$ cat src/rtl/spk_enc_pkg.sv
package spk_enc_pkg;
  // Default number of channels (one per pixel of a 3x3 image)
  localparam int unsigned SPK_CH_DEFAULT     = 9;
  // Default spike spacing in time steps
  localparam int unsigned SPK_PERIOD_DEFAULT = 50;

  // Counter width needed to hold phases 0 .. period-1
  function automatic int unsigned phase_width(input int unsigned period);
    return (period > 2) ? $clog2(period) : 1;
  endfunction
endpackage

$ cat src/rtl/enc_phase_counter.sv
module enc_phase_counter #(
  parameter int unsigned PERIOD_TICKS = spk_enc_pkg::SPK_PERIOD_DEFAULT,
  localparam int unsigned CNT_W = spk_enc_pkg::phase_width(PERIOD_TICKS)
) (
  input  logic clk_i,
  input  logic rst_i,
  input  logic adv_i,     // tick with pixel active
  input  logic clr_i,     // tick with pixel inactive
  output logic at_zero_o
);
  localparam logic [CNT_W-1:0] LAST = CNT_W'(PERIOD_TICKS - 1);

  logic [CNT_W-1:0] phase_q;

  always_ff @(posedge clk_i) begin
    if (rst_i || clr_i) begin
      phase_q <= '0;
    end else if (adv_i) begin
      phase_q <= (phase_q == LAST) ? '0 : phase_q + 1'b1;
    end
  end

  assign at_zero_o = (phase_q == '0);
endmodule

$ cat src/rtl/enc_spike_reg.sv
module enc_spike_reg (
  input  logic clk_i,
  input  logic rst_i,
  input  logic tick_i,
  input  logic fire_i,
  output logic spike_o
);
  always_ff @(posedge clk_i) begin
    if (rst_i) begin
      spike_o <= 1'b0;
    end else if (tick_i) begin
      spike_o <= fire_i;
    end
  end
endmodule

$ cat src/rtl/spike_train_encoder.sv
module spike_train_encoder #(
  parameter int unsigned NUM_CH       = spk_enc_pkg::SPK_CH_DEFAULT,
  parameter int unsigned PERIOD_TICKS = spk_enc_pkg::SPK_PERIOD_DEFAULT
) (
  input  logic              clk_i,
  input  logic              rst_i,
  input  logic              tick_i,
  input  logic [NUM_CH-1:0] pixel_i,
  output logic [NUM_CH-1:0] spike_o
);
  for (genvar ch = 0; ch < NUM_CH; ch++) begin : g_ch
    logic at_zero;
    logic adv;
    logic clr;

    assign adv = tick_i &  pixel_i[ch];
    assign clr = tick_i & ~pixel_i[ch];

    enc_phase_counter #(.PERIOD_TICKS(PERIOD_TICKS)) u_phase (
      .clk_i     (clk_i),
      .rst_i     (rst_i),
      .adv_i     (adv),
      .clr_i     (clr),
      .at_zero_o (at_zero)
    );

    enc_spike_reg u_spk (
      .clk_i   (clk_i),
      .rst_i   (rst_i),
      .tick_i  (tick_i),
      .fire_i  (pixel_i[ch] & at_zero),
      .spike_o (spike_o[ch])
    );
  end
endmodule

$ cat config.mk
export PLATFORM = sky130hd
export DESIGN_NAME = spike_train_encoder
export DESIGN_NICKNAME = d
export VERILOG_FILES = /design/src/rtl/spk_enc_pkg.sv /design/src/rtl/enc_phase_counter.sv /design/src/rtl/enc_spike_reg.sv /design/src/rtl/spike_train_encoder.sv
export SDC_FILE = /design/constraint.sdc
export NUM_CORES = 1
export LEC_CHECK = 0
export BUFFER_PORTS_ARGS = -buffer_cell sky130_fd_sc_hd__buf_4
export CAP_MARGIN = 10
export CORE_MARGIN = 2
export CORE_UTILIZATION = 55
export DETAILED_ROUTE_END_ITERATION = 12
export HOLD_SLACK_MARGIN = 0.06
export PLACE_DENSITY_LB_ADDON = 0.3
export SYNTH_ARGS = -nofsm -noshare
export SYNTH_HDL_FRONTEND = slang
export SYNTH_SLANG_ARGS = --single-unit
export TNS_END_PERCENT = 100
$ cat constraint.sdc
create_clock -name clk_i -period 1.8 [get_ports clk_i]
set_clock_uncertainty 0.15 [all_clocks]
set_input_delay 0.27 -clock clk_i [delete_from_list [all_inputs] [get_ports clk_i]]
set_output_delay 0.27 -clock clk_i [all_outputs]
set_load 0.1 [all_outputs]
-- Word-level counts from Yosys, hierarchy flattened
Index checks and enable logic that the tools add are counted.
- add/sub/neg operators: 9
- eq/ne operators: 9
- muxes and demuxes: 9
- bitwise logic cells: 36
- reduce and logical (&&, ||, !) cells: 18
- operators by type and width (operator ; number):
    adder 6 x 1 -> 6 bit, second input constant ; 9
    == test 6 bit, second input constant ; 9
    logical NOT 6 bit ; 9
    2-to-1 mux 6 bit ; 9
    AND 1 bit ; 27
    logical OR 1 bit ; 9
    inverter 1 bit ; 9
- flip-flop bits (word level): 63
- input port bits: 12
- word-level logic and storage cells: 99

-- Logic depth before layout (Yosys ltp)
- depth after elaboration: 3
- gate-level depth with buffers: 5
- gate-level depth less buffers: 5

-- Modules after synthesis
A second synthesis with hierarchy kept.
- cells, all modules: 361
- area total of the unflattened synthesis: 3229.3 µm²
- by module, submodules not included (module ; instances ; cells each ; area an instance (µm²) ; sequential area each (µm²)):
    enc_phase_counter ; 9 ; 34 ; 305.3 ; 120.1
    enc_spike_reg ; 9 ; 3 ; 33.8 ; 20.0
    spike_train_encoder ; 1 ; 28 ; 177.7 ; 0.0

-- Worst setup path before layout
Ideal clock, no wire load.
- kind: register -> register
- start: reg g_ch[2].u_phase.phase_q[1]
- end: reg g_ch[2].u_phase.phase_q[1]
- library setup time: 0.095 ns
- data arrival time: 1.292 ns
- required time: 1.555 ns
- slack: 0.263 ns
- cell stages (with the launch flop): 6
- period minus slack after synthesis: 1.537 ns
- cells stage by stage: dfxtp_1 inv_1 ha_1 and3_1 a221o_1 a221oi_1
- longest elaborated chain between the ends: 2
- elaborated cells on any way between the ends: 3
- those cells by class: 1 x add/sub; 1 x eq/ne; 1 x mux
- RTL lines (what ; RTL line ; RTL):
    start, declared ; enc_phase_counter.sv:13 ; logic [CNT_W-1:0] phase_q;
    start signal, assigned ; enc_phase_counter.sv:19 ; phase_q <= (phase_q == LAST) ? '0 : phase_q + 1'b1;
    adder 6 x 1 -> 6 bit or == test 6 bit (tied branches) ; enc_phase_counter.sv:19 ;
    2-to-1 mux 6 bit * ; enc_phase_counter.sv:19 ;
Mark *: on every way between the ends. The rest lies on a longest branch, timed or not.
A chain may end at the register's enable or synchronous reset.

-- Worst setup path after layout
- start: reg g_ch[1].u_phase.phase_q[1]
- end: reg g_ch[1].u_phase.phase_q[1]
- longest elaborated chain between the ends: 2
- elaborated cells on any way between the ends: 3
- those cells by class: 1 x add/sub; 1 x eq/ne; 1 x mux
- RTL lines (what ; RTL line):
    start, declared ; enc_phase_counter.sv:13
    start signal, assigned ; enc_phase_counter.sv:19
    adder 6 x 1 -> 6 bit or == test 6 bit (tied branches) ; enc_phase_counter.sv:19
    2-to-1 mux 6 bit * ; enc_phase_counter.sv:19
Marks and branches as above.

==> flow_summary.json <==
{
  "total_leakage_power_nw": 1.48,
  "p_per_area_nw_per_um2": 789,
  "critPathLaunchType": "flip-flop",
  "synthCells": 409,
  "rsz0062_at_grt": "no",
  "holdPathStages": 2,
  "port_buffers": 20,
  "tns_ns": 0,
  "viasPerCell": 5.71,
  "drv_cap": 0,
  "worstSetupPathType": "reg2reg",
  "switchingPower_w": 0.000822,
  "grt_overflow_total": 0,
  "drt_wl_total_mm": 6.64,
  "grt_use_total_pct": 19.8,
  "cts_buffers": 9,
  "seq_area_um2": 1260,
  "worst_hold_slack_ns": 0.159,
  "p_total_w": 0.00308,
  "synth_cell_type_count": 31,
  "nets": 472,
  "cts_resized": 0,
  "synth_top_area_cell": "dfxtp_1",
  "grt_max_degree": 28,
  "synth_nets": 448,
  "die_area_um2": 6950,
  "place_area_um2": 3640,
  "netlist_area_um2": 3460,
  "synth_area_leaders": "dfxtp_1 (36%), ha_1 (9.8%), a21oi_1 (5.2%), or3_1 (4.9%), inv_1 (4.8%)",
  "drt_iter0_drc": 119,
  "start_util_pct": 57.8,
  "clk_pin_slew_ns": 0.07,
  "grt_pass1_wl_mm": 11.5,
  "fin_cells": 513,
  "worstRegToRegCells": 5,
  "diodes": 0,
  "synth_seq_cells": 63,
  "p_int_w": 0.00226,
  "fmax_mhz": 603,
  "arrival_ns": 1.74,
  "insertion_delay_ns": 0.33,
  "yosysWarnings": 0,
  "max-clock-path-buffers": 2,
  "power.share.switching_pct": 26.7,
  "post_drt_wl_per_cell_um": 12.9,
  "cp-end-kind": "flip-flop",
  "coreArea_um2": 5990,
  "outcome": "finished clean",
  "clockRootBuffer": "clkbuf_8",
  "critical_path_required_ns": 1.88,
  "area_delta_synth_final_pct": 12.8,
  "placedCellCount": 489,
  "io_pins": 21,
  "finalWeightedCongestion": 0.803,
  "post-route-period-util_pct": 92.1,
  "hpwl_mm": 4.82,
  "hold_path_class": "in2reg",
  "ys_seq_area_share_pct": 36.4,
  "antenna_left": 0,
  "worstMarginPinSlew_ns": 0.387,
  "first_pass_iters": 6,
  "relSlewSlack_pct": 73.9,
  "grt_pass1_vias": 2651,
  "avgSynthCellArea_um2": 8.47,
  "finalHoldViolations": 0,
  "design_area_um2": 3910,
  "pwr-share-comb_pct": 13.6,
  "pwr-share-clk_pct": 38.6,
  "fill_cells": 502,
  "cts_htree_levels": 3,
  "power.share.sequential_pct": 47.8,
  "placementRows": 28,
  "synth_top_area_share_pct": 36.4,
  "multi_input_area_um2": 1900,
  "crit_fanout": 4,
  "grt_antenna_before_repair": 0,
  "drv_slew": 0,
  "numClockSinks": 63,
  "reg2reg_slack_ns": 0.14,
  "drc": 0,
  "min_period_ns": 1.66,
  "die_h_um": 83.4,
  "peakVddDrop_mv": 0.488,
  "cts_tree": "done",
  "drive_gt1_share_pct": 11.2,
  "via_count": 2928,
  "dieWidth_um": 83.4,
  "final-setup-viol-count": 0
}
==> layer usage <==
| metal | vias to the layer above | global-route usage (%) | wire length [um] |
|---|---|---|---|
| li1 | 1501 | - | - |
| met1 | 1382 | 24.5 | 3190 |
| met2 | 37 | 32.7 | 3130 |
| met3 | 8 | 4.57 | 245 |
| met4 | 0 | 8.64 | 72 |
| met5 | - | 0 | 0 |
==> layout by cell type, fill, tap and decap left out, types with 7 or more instances in the layout <==
master,synthesis,final
clkbuf_8,0,10
nand3_1,17,17
and3_1,9,9
nand2_1,27,27
inv_1,44,44
dlygate4sd3_1,0,8
nor2_1,36,36
buf_4,10,23
a221o_1,9,9
or3_1,27,27
ha_1,27,27
a21oi_1,36,36
and4bb_1,7,7
a211o_1,9,9
xnor2_1,9,9
a21o_1,9,9
o21ai_0,27,27
nand4_1,8,8
dfxtp_1,63,63
a32oi_1,9,9
==> metrics by stage <==
| stage | setup slack [ns] | util (%) |
|---|---|---|
| 3_5_place_dp | 0.157 | 60.7 |
| 3_3_place_gp | 0.198 | 60.7 |
| 2_1_floorplan | 0.263 | - |
| 4_1_cts | 0.136 | 65.2 |
| 6_report | 0.142 | 65.2 |
| 5_1_grt | 0.0164 | 65.2 |
==> worst paths after layout <==
check / from / end
min reg2reg: g_ch[8].u_spk.spike_o / g_ch[8].u_spk.spike_o
min: rst_i / g_ch[3].u_spk.spike_o
max: g_ch[1].u_phase.phase_q[1] / g_ch[1].u_phase.phase_q[1]
max reg2reg: g_ch[1].u_phase.phase_q[1] / g_ch[1].u_phase.phase_q[1]
==> Yosys cell counts <==
master,number
nand4_1,8
buf_2,3
clkbuf_1,3
dfxtp_1,63
buf_4,10
nand3_2,2
a221o_1,9
ha_1,27
xnor2_1,9
nor2_1,36
a21oi_1,36
nand2_1,27
nand4_2,1
o22ai_1,1
or3_1,27
a21o_1,9
nor4bb_1,2
and4bb_1,7
buf_6,2
buf_1,1
a221oi_2,6
nand3_1,17
inv_1,44
o21ai_0,27
clkinv_1,1
clkbuf_2,1
a32oi_1,9
a211o_1,9
a221oi_1,2
inv_2,1
and3_1,9
==> sequential cells by signal, indices dropped and copies added (netlist names) <==
signal / count
g_ch.u_phase.phase_q: 54
g_ch.u_spk.spike_o: 9
==> area by class of cell <==
cell class,count,share of cell area (%)
multi-input combinational,280,48.6
sequential,63,32.3
timing repair buffer,33,7.49
inverter,46,4.42
clock buffer,12,3.71
tap,75,2.40
clock inverter,4,1.15
==> power by group through the flow <==
| stage | Combinational (W) | Clock [W] | Sequential, W |
|---|---|---|---|
| global route | 0.000462 | 0.00128 | 0.00148 |
| global placement | 0.000392 | 0 | 0.00150 |
| floorplan | 0.000316 | 0 | 0.00149 |
| CTS | 0.000419 | 0.00121 | 0.00147 |
| finish | 0.000419 | 0.00119 | 0.00147 |
| detailed placement | 0.000404 | 0 | 0.00150 |
==> worst max-delay path: stages (launching register included) <==
cell      delay, ns
dfxtp_1        0.35
inv_1          0.08
ha_1           0.18
and3_1         0.20
a221o_1        0.38
a221oi_1       0.23
==> timing repair <==
action,in CTS,in global routing
hold buffers,8,0
endpoints found under the hold margin,8,0
buffers inserted,0,0
==> logic make-up (layout without fill, tap and decap cells) <==
| group | count (synthesis) | after routing | share of synthesized area (%) |
|---|---|---|---|
| compound gates | 108 | 108 | 21.5 |
| xor+xnor | 9 | 9 | 2.28 |
| fa+ha+maj | 27 | 27 | 9.75 |
| buf+inv | 66 | 95 | 8.81 |
| flops | 63 | 63 | 36.4 |
| simple gates | 136 | 136 | 21.3 |
Power figures use the tool's default switching activity.
